[src/rtl/mmp_pkg.sv]
package mmp_pkg;
  typedef enum logic [1:0] {
    PH_A = 2'd0,  // first step
    PH_B = 2'd1,  // second step, last unless stretched
    PH_X = 2'd2   // stretch step
  } cell_ph_e;
endpackage

[src/rtl/mmp_cell.sv]
module mmp_cell
  import mmp_pkg::*;
(
  input  logic clk_i,
  input  logic rst_ni,
  input  logic tick_i,
  input  logic swallow_i,
  input  logic mod_i,
  output logic tick_o,
  output logic mod_o
);
  cell_ph_e ph_q;
  logic     stretch;
  logic     last;

  assign stretch = mod_i & swallow_i;
  assign last    = ((ph_q == PH_B) && !stretch) || (ph_q == PH_X);
  assign tick_o  = tick_i & last;
  assign mod_o   = mod_i & last;

  always_ff @(posedge clk_i or negedge rst_ni) begin
    if (!rst_ni) ph_q <= PH_A;
    else if (tick_i) begin
      unique case (ph_q)
        PH_A:    ph_q <= PH_B;
        PH_B:    ph_q <= stretch ? PH_X : PH_A;
        default: ph_q <= PH_A;
      endcase
    end
  end

  // a stretch step is only entered when requested
  a_r1_stretch_req: assert property (@(posedge clk_i) disable iff (!rst_ni)
    (ph_q == PH_X && $past(ph_q) != PH_X) |-> $past(stretch && tick_i));
  a_r1_stretch_len: assert property (@(posedge clk_i) disable iff (!rst_ni)
    (ph_q == PH_X && tick_i) |=> ph_q == PH_A);
  a_r1_ph_legal: assert property (@(posedge clk_i) disable iff (!rst_ni)
    ph_q != 2'd3);
endmodule

[src/rtl/mmp_mode.sv]
module mmp_mode #(
  parameter int unsigned STAGES  = 5,
  parameter int unsigned SW_LOW  = 1,
  parameter int unsigned SW_HIGH = 16
) (
  input  logic              clk_i,
  input  logic              rst_ni,
  input  logic              band_i,
  input  logic              mod_i,
  input  logic              wrap_i,
  output logic [STAGES-1:0] pgm_o
);
  localparam logic [STAGES-1:0] PGM_LO  = STAGES'(SW_LOW);
  localparam logic [STAGES-1:0] PGM_HI  = STAGES'(SW_HIGH);
  localparam logic [STAGES-1:0] PGM_HI1 = STAGES'(SW_HIGH - 1);

  logic              run_q;
  logic [STAGES-1:0] pgm_q;
  logic [STAGES-1:0] pgm_live;

  // high band: mux between the pattern and its one-less variant
  always_comb begin
    if (band_i) pgm_live = mod_i ? PGM_HI1 : PGM_HI;
    else        pgm_live = mod_i ? '0 : PGM_LO;
  end

  always_ff @(posedge clk_i or negedge rst_ni) begin
    if (!rst_ni) begin
      run_q <= 1'b0;
      pgm_q <= '0;
    end else begin
      run_q <= 1'b1;
      if (!run_q || wrap_i) pgm_q <= pgm_live;
    end
  end

  assign pgm_o = run_q ? pgm_q : pgm_live;

  // latched ratio only moves at a cycle boundary
  a_r7_hold: assert property (@(posedge clk_i) disable iff (!rst_ni)
    (run_q && !wrap_i) |=> $stable(pgm_q));
endmodule

[src/rtl/mmp_prescaler.sv]
module mmp_prescaler #(
  parameter int unsigned STAGES  = 5,
  parameter int unsigned SW_LOW  = 1,
  parameter int unsigned SW_HIGH = 16
) (
  input  logic clk_i,
  input  logic rst_ni,
  input  logic band_i,
  input  logic mod_i,
  output logic pulse_o
);
  localparam int unsigned CW = STAGES + 1;

  logic [STAGES:0]   tick_c;
  logic [STAGES:0]   mod_c;
  logic [STAGES-1:0] pgm;
  logic              wrap;
  logic              pulse_q;

  assign tick_c[0]      = 1'b1;
  assign mod_c[STAGES]  = 1'b1;
  assign wrap           = tick_c[STAGES];

  mmp_mode #(.STAGES(STAGES), .SW_LOW(SW_LOW), .SW_HIGH(SW_HIGH)) u_mode (
    .clk_i  (clk_i),
    .rst_ni (rst_ni),
    .band_i (band_i),
    .mod_i  (mod_i),
    .wrap_i (wrap),
    .pgm_o  (pgm)
  );

  for (genvar i = 0; i < STAGES; i++) begin : g_cell
    mmp_cell u_cell (
      .clk_i     (clk_i),
      .rst_ni    (rst_ni),
      .tick_i    (tick_c[i]),
      .swallow_i (pgm[i]),
      .mod_i     (mod_c[i+1]),
      .tick_o    (tick_c[i+1]),
      .mod_o     (mod_c[i])
    );
  end

  always_ff @(posedge clk_i or negedge rst_ni) begin
    if (!rst_ni) pulse_q <= 1'b0;
    else         pulse_q <= wrap;
  end

  assign pulse_o = pulse_q;

  // period checker: clocks since reset or last wrap
  logic [CW-1:0] per_q;
  logic [CW-1:0] ratio;
  assign ratio = {1'b1, pgm};

  always_ff @(posedge clk_i or negedge rst_ni) begin
    if (!rst_ni)   per_q <= '0;
    else if (wrap) per_q <= '0;
    else           per_q <= per_q + CW'(1);
  end

  // wrap lands exactly on the selected ratio
  a_r1_period: assert property (@(posedge clk_i) disable iff (!rst_ni)
    wrap |-> per_q == ratio - CW'(1));
  a_r1_no_overrun: assert property (@(posedge clk_i) disable iff (!rst_ni)
    per_q < ratio);
  a_r1_mod_chain: assert property (@(posedge clk_i) disable iff (!rst_ni)
    wrap |-> mod_c[0]);
  a_r5_one_wide: assert property (@(posedge clk_i) disable iff (!rst_ni)
    pulse_o |=> !pulse_o);
  always @(posedge clk_i) begin
    if (!rst_ni) a_r8_reset_low: assert (!pulse_o);
  end
endmodule

[config.mk]
export PLATFORM = sky130hd
export DESIGN_NAME = mmp_prescaler
export DESIGN_NICKNAME = d
export VERILOG_FILES = /design/src/rtl/mmp_pkg.sv /design/src/rtl/mmp_cell.sv /design/src/rtl/mmp_mode.sv /design/src/rtl/mmp_prescaler.sv
export SDC_FILE = /design/constraint.sdc
export NUM_CORES = 1
export LEC_CHECK = 0
export BUFFER_PORTS_ARGS = -buffer_cell sky130_fd_sc_hd__buf_2
export CORE_MARGIN = 2
export CORE_UTILIZATION = 55
export DETAILED_ROUTE_END_ITERATION = 6
export PLACE_DENSITY = 0.74
export RECOVER_POWER = 50
export SLEW_MARGIN = 20
export SYNTH_ARGS = -nofsm -noshare
export SYNTH_HDL_FRONTEND = slang
export SYNTH_SLANG_ARGS = --single-unit
[constraint.sdc]
create_clock -name clk_i -period 3.95 [get_ports clk_i]
set_input_delay 0.1975 -clock clk_i [delete_from_list [all_inputs] [get_ports clk_i]]
set_output_delay 0.1975 -clock clk_i [all_outputs]
set_load 0.02 [all_outputs]
==> impl_metrics.csv <==
group,metric,value,unit
synthesis,synth_ff_type,"dfrtp_1",
drt,postRouteAntennaNets,0,
floorplanning,num_rows,14,
drt,dr.pass1.iters,4,
setup_path,crit_slowest_cell,"dfrtp_1",
clock_tree,clock-sinks,15,
timing,hold_violations,0,
final_layout,drive_above_1_share,14.4,%
final_layout,fin_nets,104,
global_route,grt_pass1_wl,2.63,mm
clock_tree,cts.repair.resized,0,
clock_tree,root_buffer,"clkbuf_4",
floorplanning,dieArea,2000,µm²
floorplanning,die_x,44.7,µm
synthesis,synth_edf_count,0,
synthesis,async_reset_ff_share,100,%
timing,skew,0.00144,ns
drt,wl_per_cell,13.3,µm
drt,drt_iter0_drc,13,
global_route,antenna_found_initial,0,
drt,drc,0,
global_route,grt_max_degree,16,
synthesis,yosysTopAreaCell,"dfrtp_1",
clock_tree,clk_pin_slew_worst_paths,0.08,ns
run_status,status,"complete, no violations",
timing,slew_headroom,47.3,%
timing,rsz0062_at_grt,"false",
setup_path,rr_worst_depth,5,
synthesis,synthDominantCellAreaShare,41.2,%
global_route,grt_pass1_vias,617,
drt,wirelength,1.51,mm
setup_path,critPathMaxStageDelay,0.47,ns
drt,drt-vias-per-instance,5.89,
final_layout,area_delta_synth_final,7.68,%
power_and_ir_drop,powerDensity,575,nW/µm²
synthesis,synth_area_leaders,"dfrtp_1, mux2_1, nor2b_1, nand2b_1, nor2_1",
power_and_ir_drop,p_leak,0.435,nW
clock_tree,htreeDepth,1,
drt,vias,666,
clock_tree,numCtsBuffers,3,
floorplanning,core_region_area,1520,µm²
final_layout,design_area,982,µm²
clock_tree,clock_latency,0.28,ns
global_route,grt_usage,18.3,%
timing,hold-worst-slack,0.298,ns
flow_run,drv_cap,0,
worst_hold_path,hp-class,"input port to flip-flop",
final_layout,antenna_cells,0,
setup_path,crit_type,"flip-flop to flip-flop",
clock_tree,clockBufferDepth,2,
power_and_ir_drop,irDropWorstVdd,0.356,mV
synthesis,seq_area_frac_synth,41.2,%
synthesis,synth.distinct_cells,35,
synthesis,yosysWarnings,0,
setup_path,cp.arrival,2.23,ns
timing,setup_viol,0,
place,gp_congestion,0.815,
timing,tns,0,ns
final_layout,fill_cells,130,
place,dpl.hpwl,1.04,mm
setup_path,cp.required,4.12,ns
floorplanning,ios,5,
timing,fin_crit,2.06,ns
clock_tree,cts_tree,"built",
setup_path,worstSetupStartpointType,"flip-flop",
floorplanning,die_y,44.7,µm
synthesis,synthesis.nets,95,
timing,layout_worst_path_cycle_share,52.1,%
setup_path,critPathCaptureType,"flip-flop",
global_route,gr-total-overflow,0,
worst_hold_path,worstHoldPathCells,3,
place,place_area,947,µm²
synthesis,synth-seq-cells,15,
setup_path,cp_cell_sequence,"mux2_2, o21ai_1, nand3_1, o31ai_2, mux2_1",
timing,worst_slew_pin_slew,0.790,ns
synthesis,syn_area,912,µm²
synthesis,synthCells,89,
floorplanning,initial_core_util,59.9,%
place,portBuffers,4,
timing,clock.fmax,486,MHz
synthesis,syn_area_per_cell,10.2,µm²
setup_path,path_max_fanout,6,
timing,drv_slew,0,
==> through the flow <==
step,cells,worst slack (ns),util (%),total power [mW]
6_report,113,1.89,64.4,0.564
5_1_grt,113,1.81,64.4,0.611
4_1_cts,113,1.92,64.5,0.567
3_5_place_dp,108,1.93,62.2,0.475
3_3_place_gp,108,1.97,62.2,0.470
2_1_floorplan,89,2.09,-,0.434
==> routing by layer <==
layer,wire length (µm),global-route usage (%),vias up
met3,42,3.60,4
met1,764,23.3,311
li1,-,-,339
met2,667,27.8,12
met4,31,12.7,0
met5,0,0,-
==> report_power, final <==
part	total, mW	internal (mW)	switching [mW]
logic	0.246	0.113	0.132
registers	0.233	0.191	0.0422
clock network	0.0856	0.0392	0.0464
==> cells by family (layout without fill, tap and decap cells) <==
logic type	after synthesis	count (layout)	synth area share, %
AOI/OAI and AO/OA	24	24	21.4
xor gates and xnor gates	2	2	1.92
buffers and inverters	3	11	1.37
muxes	8	8	9.74
DFF	15	15	41.2
other	1	1	0.411
and+or+nand+nor	34	34	21.3
adders and majority gates	2	2	2.74
==> synthesized netlist by cell type, drive strengths merged, types with 2 or more instances <==
library cell / n
dfrtp: 15
nor2: 8
mux2: 7
nand2b: 7
nor2b: 7
o21ai: 7
a21oi: 4
nor3: 4
nand2: 3
a211oi: 2
ha: 2
inv: 2
o2bb2ai: 2
or3: 2
xor2: 2
==> critical path, delay by kind of cell, from the launching register on <==
kind             cells  cell delay, ns
flip-flops           1            0.47
AND/OR/NAND/NOR      1            0.19
multiplexers         2            0.75
AO/OA/AOI/OAI        2            0.55
==> path summary, 6_finish.rpt <==
kind / start / endpoint / slack, ns
max: u_mode.run_q$_DFF_PN0_ / u_mode.pgm_q[3]$_DFFE_PN0P_ / 1.89
min: mod_i / u_mode.pgm_q[3]$_DFFE_PN0P_ / 0.30
max reg2reg: u_mode.run_q$_DFF_PN0_ / u_mode.pgm_q[3]$_DFFE_PN0P_ / 1.89
min reg2reg: g_cell[0].u_cell.ph_q[1]$_DFF_PN0_ / g_cell[0].u_cell.ph_q[0]$_DFF_PN0_ / 0.47
max in group asynchronous: rst_ni / g_cell[0].u_cell.ph_q[0]$_DFF_PN0_ / 2.95
min in group asynchronous: rst_ni / pulse_o$_DFF_PN0_ / 0.50
==> what timing repair did <==
action                                  in CTS  in global routing
endpoints found under the hold margin       15                  0
setup buffers                                0                  0
hold buffers                                 1                  0
endpoints found under the setup margin       0                  0
==> placed cells by master (no fill, tap or decap), types with 2 or more instances in the layout <==
| master | Yosys | routed |
|---|---|---|
| dfrtp_1 | 15 | 15 |
| mux2_1 | 5 | 5 |
| ha_1 | 2 | 2 |
| buf_2 | 1 | 3 |
| o2bb2ai_1 | 2 | 2 |
| inv_1 | 2 | 2 |
| nor2b_1 | 7 | 7 |
| nor2_1 | 8 | 8 |
| nand2_1 | 3 | 3 |
| clkbuf_4 | 0 | 3 |
| nand2b_1 | 6 | 6 |
| mux2_2 | 2 | 2 |
| xor2_1 | 2 | 2 |
| o21ai_0 | 5 | 5 |
| a21oi_1 | 4 | 4 |
| clkbuf_1 | 0 | 2 |
| nor3_1 | 4 | 4 |
| o21ai_1 | 2 | 2 |
==> registers in the layout, indices dropped and copies added (netlist names) <==
| signal | cells |
|---|---|
| pulse_o | 1 |
| u_mode.pgm_q | 3 |
| g_cell.u_cell.ph_q | 10 |
| u_mode.run_q | 1 |
==> final cells by class <==
cell class              instances  area, µm²  area share [%]
clock buffers                   4       26.3            2.68
inverters                       2       7.51           0.764
multi-input cells              71        524            53.4
flip-flops and latches         15        375            38.2
well taps                      16       20.0            2.04
repair buffers                  5       28.8            2.93
Power figures use the tool's default switching activity.
